### config.mk
export PLATFORM = sky130hd
export DESIGN_NAME = mesh_route_sel
export DESIGN_NICKNAME = d
export VERILOG_FILES = /design/src/rtl/mesh_route_pkg.sv /design/src/rtl/mesh_route_order.sv /design/src/rtl/mesh_route_dir.sv /design/src/rtl/mesh_route_sel.sv
export SDC_FILE = /design/constraint.sdc
export NUM_CORES = 1
export LEC_CHECK = 0
export ABC_AREA = 0
export BUFFER_PORTS_ARGS = -buffer_cell sky130_fd_sc_hd__buf_2
export CAP_MARGIN = 30
export CORE_AREA = 2 2 39 41
export CTS_CLUSTER_SIZE = 16
export DETAILED_ROUTE_END_ITERATION = 10
export DIE_AREA = 0 0 41 43
export GPL_TIMING_DRIVEN = 0
export HOLD_SLACK_MARGIN = 0.12
export PLACE_DENSITY = 0.65
export SYNTH_ARGS = -nofsm -noshare
export SYNTH_HDL_FRONTEND = slang
export SYNTH_SLANG_ARGS = --single-unit
export TNS_END_PERCENT = 20
### constraint.sdc
create_clock -name clk -period 1.76 [get_ports clk]
set_clock_uncertainty 0.2 [all_clocks]
set_input_delay 0.352 -clock clk [delete_from_list [all_inputs] [get_ports clk]]
set_output_delay 0.352 -clock clk [all_outputs]
set_load 0.03 [all_outputs]
### src/rtl/mesh_route_pkg.sv
package mesh_route_pkg;
  typedef enum logic [1:0] {
    CLS_CORE_REQ  = 2'b00,
    CLS_CPU_REPLY = 2'b01,
    CLS_GPU_REPLY = 2'b10,
    CLS_HOT_MC    = 2'b11
  } task_cls_e;

  localparam int PORTS   = 5;
  localparam int P_LOCAL = 0;
  localparam int P_NORTH = 1;
  localparam int P_SOUTH = 2;
  localparam int P_EAST  = 3;
  localparam int P_WEST  = 4;
endpackage

### src/rtl/mesh_route_order.sv
module mesh_route_order
  import mesh_route_pkg::*;
(
  input  logic [1:0] task_cls,
  input  logic       part_mode,
  input  logic       in_vc,
  output logic       y_first,
  output logic       vc_sel
);
  logic cls_y_first;

  always_comb begin
    unique case (task_cls_e'(task_cls))
      CLS_CPU_REPLY, CLS_HOT_MC: cls_y_first = 1'b1;
      default:                   cls_y_first = 1'b0;
    endcase
  end

  always_comb begin
    if (part_mode) begin
      y_first = cls_y_first;
      vc_sel  = cls_y_first;
    end else if (in_vc) begin
      y_first = 1'b0;
      vc_sel  = 1'b1;
    end else begin
      y_first = cls_y_first;
      vc_sel  = 1'b0;
    end
  end
endmodule

### src/rtl/mesh_route_dir.sv
module mesh_route_dir
  import mesh_route_pkg::*;
#(
  parameter int XW = 3,
  parameter int YW = 3
) (
  input  logic [XW-1:0]    cur_x,
  input  logic [YW-1:0]    cur_y,
  input  logic [XW-1:0]    dst_x,
  input  logic [YW-1:0]    dst_y,
  input  logic             y_first,
  output logic [PORTS-1:0] port
);
  logic x_diff, y_diff;
  logic [PORTS-1:0] x_step, y_step;

  assign x_diff = (dst_x != cur_x);
  assign y_diff = (dst_y != cur_y);

  always_comb begin
    x_step = '0;
    y_step = '0;
    if (dst_x > cur_x) x_step[P_EAST]  = 1'b1;
    else               x_step[P_WEST]  = 1'b1;
    if (dst_y > cur_y) y_step[P_NORTH] = 1'b1;
    else               y_step[P_SOUTH] = 1'b1;
  end

  always_comb begin
    port = '0;
    if (!x_diff && !y_diff)   port[P_LOCAL] = 1'b1;
    else if (y_first) port = y_diff ? y_step : x_step;
    else              port = x_diff ? x_step : y_step;
  end
endmodule

### src/rtl/mesh_route_sel.sv
module mesh_route_sel
  import mesh_route_pkg::*;
#(
  parameter int MESH_W = 5,
  parameter int MESH_H = 5,
  localparam int XW = (MESH_W > 1) ? $clog2(MESH_W) : 1,
  localparam int YW = (MESH_H > 1) ? $clog2(MESH_H) : 1
) (
  input  logic          clk,
  input  logic          rst,
  input  logic          in_valid,
  input  logic [XW-1:0] cur_x,
  input  logic [YW-1:0] cur_y,
  input  logic [XW-1:0] dst_x,
  input  logic [YW-1:0] dst_y,
  input  logic [1:0]    task_cls,
  input  logic          part_mode,
  input  logic          in_vc,
  output logic          out_valid,
  output logic [4:0]    out_port,
  output logic          out_vc
);
  logic             y_first;
  logic             vc_next;
  logic [PORTS-1:0] port_next;

  mesh_route_order u_order (
    .task_cls  (task_cls),
    .part_mode (part_mode),
    .in_vc     (in_vc),
    .y_first   (y_first),
    .vc_sel    (vc_next)
  );

  mesh_route_dir #(.XW(XW), .YW(YW)) u_dir (
    .cur_x   (cur_x),
    .cur_y   (cur_y),
    .dst_x   (dst_x),
    .dst_y   (dst_y),
    .y_first (y_first),
    .port    (port_next)
  );

  always_ff @(posedge clk) begin
    if (rst) begin
      out_valid <= 1'b0;
      out_port  <= '0;
      out_vc    <= 1'b0;
    end else begin
      out_valid <= in_valid;
      out_port  <= in_valid ? port_next : '0;
      out_vc    <= in_valid ? vc_next : 1'b0;
    end
  end
endmodule

; Word-level counts from Yosys, hierarchy flattened
; Cells that the tools add are included.
[classes]
muxes = 13
reduce_logical = 6
magnitude_cmp = 2
bitwise = 1
eq_ne = 4
[op_table]
columns = operator, count
row1 = two-way mux 5 bit, 3
row2 = two-way mux 1 bit, 10
row3 = > comparator 3 bit, 2
row4 = != test 3 bit, 2
row5 = OR reduction 2 bit, 2
row6 = OR reduction 3 bit, 1
row7 = == test 2 x 1 -> 1 bit (second input constant), 1
row8 = == test 2 bit (second input constant), 1
row9 = zero test 1 bit, 2
row10 = logical AND 1 bit, 1
row11 = NOT 1 bit, 1
[word_totals]
out_inout_bits = 7
regBits = 7

; Depth between registers and ports, before layout
[depth]
word_depth = 7
mapped_depth = 5
depth_no_buf = 5

; By module
; Synthesis repeated with hierarchy kept, for this count alone.
[hier_totals]
hier_cells = 46
area_unflattened_um2 = 424.2
[modules_own_cells]
columns = module, area_each_um2, cells_per_inst, n_inst
row1 = mesh_route_sel, 198.9, 14, 1
row2 = mesh_route_dir, 195.2, 28, 1
row3 = mesh_route_order, 30.0, 4, 1

; Least setup slack after synthesis
; No wires, ideal clock.
[synth_path]
path_type = input to register
startpoint = in cur_y[1]
endpoint = reg out_port[2]
setup_ns = 0.090
required_time_ns = 1.470
slack_ns = 0.309
n_path_buf = 0
arrival_time_ns = 1.161
cell_stages = 5
cell_sequence = inv_1 > ha_1 > nor2b_1 > o21ai_1 > nor4bb_2
[synth_between]
elab_chain_len = 4
elab_cells_between_ends = 9
[synth_lines]
columns = element, line
row1 = "start, declared", mesh_route_sel.sv:13  ; input logic [YW-1:0] cur_y,
row2 = > comparator 3 bit or != test 3 bit (tied branches), "mesh_route_dir.sv:25, mesh_route_dir.sv:18"
row3 = two-way mux 1 bit or zero test 1 bit (tied branches), "mesh_route_dir.sv:25, mesh_route_dir.sv:31"
row4 = "two-way mux 5 bit, or another cell as far along", mesh_route_dir.sv:33  ; else port = x_diff ? x_step : y_step;
row5 = two-way mux 5 bit or OR reduction 3 bit (tied branches), n/a
row6 = "end signal, assigned", mesh_route_sel.sv:51  ; out_port <= in_valid ? port_next : '0;
row7 = "end, declared", mesh_route_sel.sv:20  ; output logic [4:0] out_port,
; Parallel ways exist; a longest one is shown, timed or not.
; A chain may end at the register's enable or synchronous reset.

; Worst setup path after layout
[layout_path]
startpoint = in cur_x[1]
endpoint = reg out_port[3]
[layout_between]
elab_chain_len = 4
elab_cells_between_ends = 9
[layout_lines]
columns = element, line
row1 = "start, declared", mesh_route_sel.sv:12  ; input logic [XW-1:0] cur_x,
row2 = > comparator 3 bit or != test 3 bit (tied branches), "mesh_route_dir.sv:23, mesh_route_dir.sv:17"
row3 = two-way mux 1 bit or zero test 1 bit (tied branches), "mesh_route_dir.sv:23, mesh_route_dir.sv:31"
row4 = "two-way mux 5 bit, or another cell as far along", mesh_route_dir.sv:33
row5 = two-way mux 5 bit or OR reduction 3 bit (tied branches), n/a
; Parallel ways exist; a longest one is shown, timed or not.

==> flow_summary.yaml <==
global_route:
  grt_remaining_overflow: 0
  gr-usage-all-layers_pct: 9.548
  grt_antenna_before_repair: 0
  via_count_of_the_first_global_routing_pass: 323
  grt_start_max_net_pins: 5
  wire_length_of_the_first_global_routing_pass_um: 1104
clocking:
  post_cts.resized_instances: 0
  cts_setup_buffers: 0
  cts_buffer_depth: 2
  cts.reportedPaths.clkPinSlew_ns: 0.05
  clock_sink_count: 7
  cts_inserted_buffers: 3
  cts_root_buffer: "sky130_fd_sc_hd__clkbuf_4"
  cts_tree: "yes"
  cts_hold_repair.buffers: 0
  clock_tree.htree_level_count: 1
logic_synthesis:
  ys_async_sr_fraction_pct: 0
  synth.distinct_cells: 19
  synth_area_per_cell_um2: 9.552
  synth.net_count: 66
  ys_seq_area_share_pct: 35.78
  number_of_enable_type_register_cells_in_the_synthesized_netlist: 0
  synthTopCellsByCount: "7 x sky130_fd_sc_hd__dfxtp_1, 7 x sky130_fd_sc_hd__inv_1, 6 x sky130_fd_sc_hd__ha_1, 3 x sky130_fd_sc_hd__a21oi_1, 3 x sky130_fd_sc_hd__nand3_1"
  synth_top_area_share_pct: 35.78
  yosysWarningCount: 0
  synth.ff_latch_count: 7
  synthFlopType: "sky130_fd_sc_hd__dfxtp_1"
  synth.area.top_cells: "sky130_fd_sc_hd__dfxtp_1 36%, sky130_fd_sc_hd__ha_1 19%, sky130_fd_sc_hd__inv_1 6.7%"
  synth_area_leader_cell: "sky130_fd_sc_hd__dfxtp_1"
  cell_area_synth_um2: 391.6
  synth_cells: 41
critical_path:
  worstSetupPathType: "primary input to flip-flop"
  crit_required_ns: 1.75
  timing.critical_path.arrival_ns: 1.33
  critical_path.endpoint_type: "flip-flop"
  crit_path_max_fanout: 3
  startpoint_type: "primary input"
timing:
  rsz0062_at_grt: "false"
  finalWorstSetupSlack_ns: 0.4152
  final_hold_viol_count: 0
  worst_slew_pin_slew_ns: 0.1851
  maxSlewHeadroom_pct: 87.48
  setup-violations-final: 0
  timing.setup.tns_ns: 0
  post-route-min-period_ns: 1.345
  final.period_utilization_pct: 76.41
  clock.fmax_mhz: 743.6
  timing.final.max_slew_violations: 0
cells_and_area:
  num-nets-final: 95
  antennaDiodeCount: 0
  area_growth_pct: 42.49
  final_layout_size_suffix_gt1_share_pct: 46.38
drt:
  wirelength_um: 668
  detailroute.via_count: 363
  routed_length_on_met2_um: 275
  violation_count_after_the_first_detailed_routing_iteration: 1
  firstDrtPassIters: 3
  route.top_layer_used: "met4"
  detail_route.wirelength.met1_um: 291
  route.antenna.remaining_nets: 0
  route.detailed.wl_per_inst_um: 7.859
  routed-wl-met3_um: 84
  vias_per_cell: 4.271
  drt_drc_violations_left: 0
place:
  place_congestion: 0.7110
  dpl_worst_slack_ns: 0.1558
  place.detailed.hpwl_um: 618
  port-buffer-count: 24
floorplanning:
  floorplan.initialDensity_pct: 28.30
  vertical_extent_of_the_die_um: 43
  floorplan.io_pins: 26
  floorplan.die.width_um: 41
  dieArea_um2: 1763
  row_count: 14
  floorplan.core_area_um2: 1384
pwr:
  ir_drop_mv: 0.2084
  totalPowerFinal_uw: 400.5
  leakage_power_of_the_design_nw: 0.3089
  powerDensity_nw_per_um2: 717.6
worst_hold_path:
  timing.hold.worst.class: "primary input to flip-flop"
flow_run:
  maxCapViolations: 0
status:
  run_status: "finished, final reports clean"
==> final cells by class <==
class | count | area, um^2
clock buffer | 4 | 26.28
multi-input combinational | 26 | 221.5
inverter | 8 | 30.03
timing repair buffer | 24 | 120.1
tap | 16 | 20.02
sequential | 7 | 140.1
fill | 140 | 825.8
==> cell families (layout without fill, tap and decap cells) <==
logic type | Yosys count | count (layout) | share of synthesized area (%)
buf+inv | 8 | 36 | 7.668
simple gates | 14 | 14 | 28.12
fa+ha+maj | 6 | 6 | 19.17
flops | 7 | 7 | 35.78
compound gates | 6 | 6 | 9.264
==> worst max-delay path: stages <==
cell	delay, ns
sky130_fd_sc_hd__buf_2	0.07
sky130_fd_sc_hd__inv_1	0.03
sky130_fd_sc_hd__ha_1	0.31
sky130_fd_sc_hd__and3_4	0.20
sky130_fd_sc_hd__a21oi_1	0.19
sky130_fd_sc_hd__and3_1	0.17
==> per-layer routing <==
layer | vias up | global-route usage, %
li1 | 197 | -
met4 | 0 | 8.000
met1 | 144 | 12.26
met2 | 19 | 12.19
met5 | - | 0
met3 | 3 | 3.141
==> path summary, 6_finish.rpt <==
check	to	slack, ns	from	cells after the start
min	out_valid$_SDFF_PP0_	0.17	in_valid	3
max	out_port[3]$_SDFF_PP0_	0.42	cur_x[1]	6
==> placed cells by master, fill, tap and decap left out <==
cell type,netlist,final
sky130_fd_sc_hd__buf_2,0,24
sky130_fd_sc_hd__inv_1,7,7
sky130_fd_sc_hd__dfxtp_1,7,7
sky130_fd_sc_hd__ha_1,6,6
sky130_fd_sc_hd__a21oi_1,3,3
sky130_fd_sc_hd__nand3_1,3,3
sky130_fd_sc_hd__clkbuf_4,0,3
sky130_fd_sc_hd__nand2_1,2,2
sky130_fd_sc_hd__nand2b_1,1,1
sky130_fd_sc_hd__nand2b_4,1,1
sky130_fd_sc_hd__clkinv_1,1,1
sky130_fd_sc_hd__nand3b_1,1,1
sky130_fd_sc_hd__and3_4,1,1
sky130_fd_sc_hd__and3_1,1,1
sky130_fd_sc_hd__a21oi_2,1,1
sky130_fd_sc_hd__nor2b_1,1,1
sky130_fd_sc_hd__o21ai_1,1,1
sky130_fd_sc_hd__nor4bb_2,1,1
sky130_fd_sc_hd__a211oi_1,1,1
sky130_fd_sc_hd__nor3_1,1,1
sky130_fd_sc_hd__nor4b_2,1,1
sky130_fd_sc_hd__clkbuf_1,0,1
==> report_power, final <==
group / internal, mW / total (mW) / leakage [nW] / switching, mW
sequential: 0.166 / 0.167 / 0.0571 / 0.00118
clock: 0.0861 / 0.138 / 0.0150 / 0.0523
combinational: 0.0450 / 0.0954 / 0.237 / 0.0504
total: 0.297 / 0.400 / 0.309 / 0.104
==> registers in the layout, summed over array words and instances, names as in the netlist <==
signal / cells
out_vc: 1
out_port: 5
out_valid: 1
==> through the flow <==
step,instance area (um^2),utilization [%],hold slack [ns],cells
3_3_place_gp,531.8,38.43,0.4186,81
5_1_grt,558.0,40.33,0.1726,85
4_1_cts,558.0,40.33,0.1652,85
3_5_place_dp,531.8,38.43,0.4230,81
6_report,558.0,40.33,0.1691,85
2_1_floorplan,391.6,-,0.2842,41
Power figures use the tool's default switching activity.
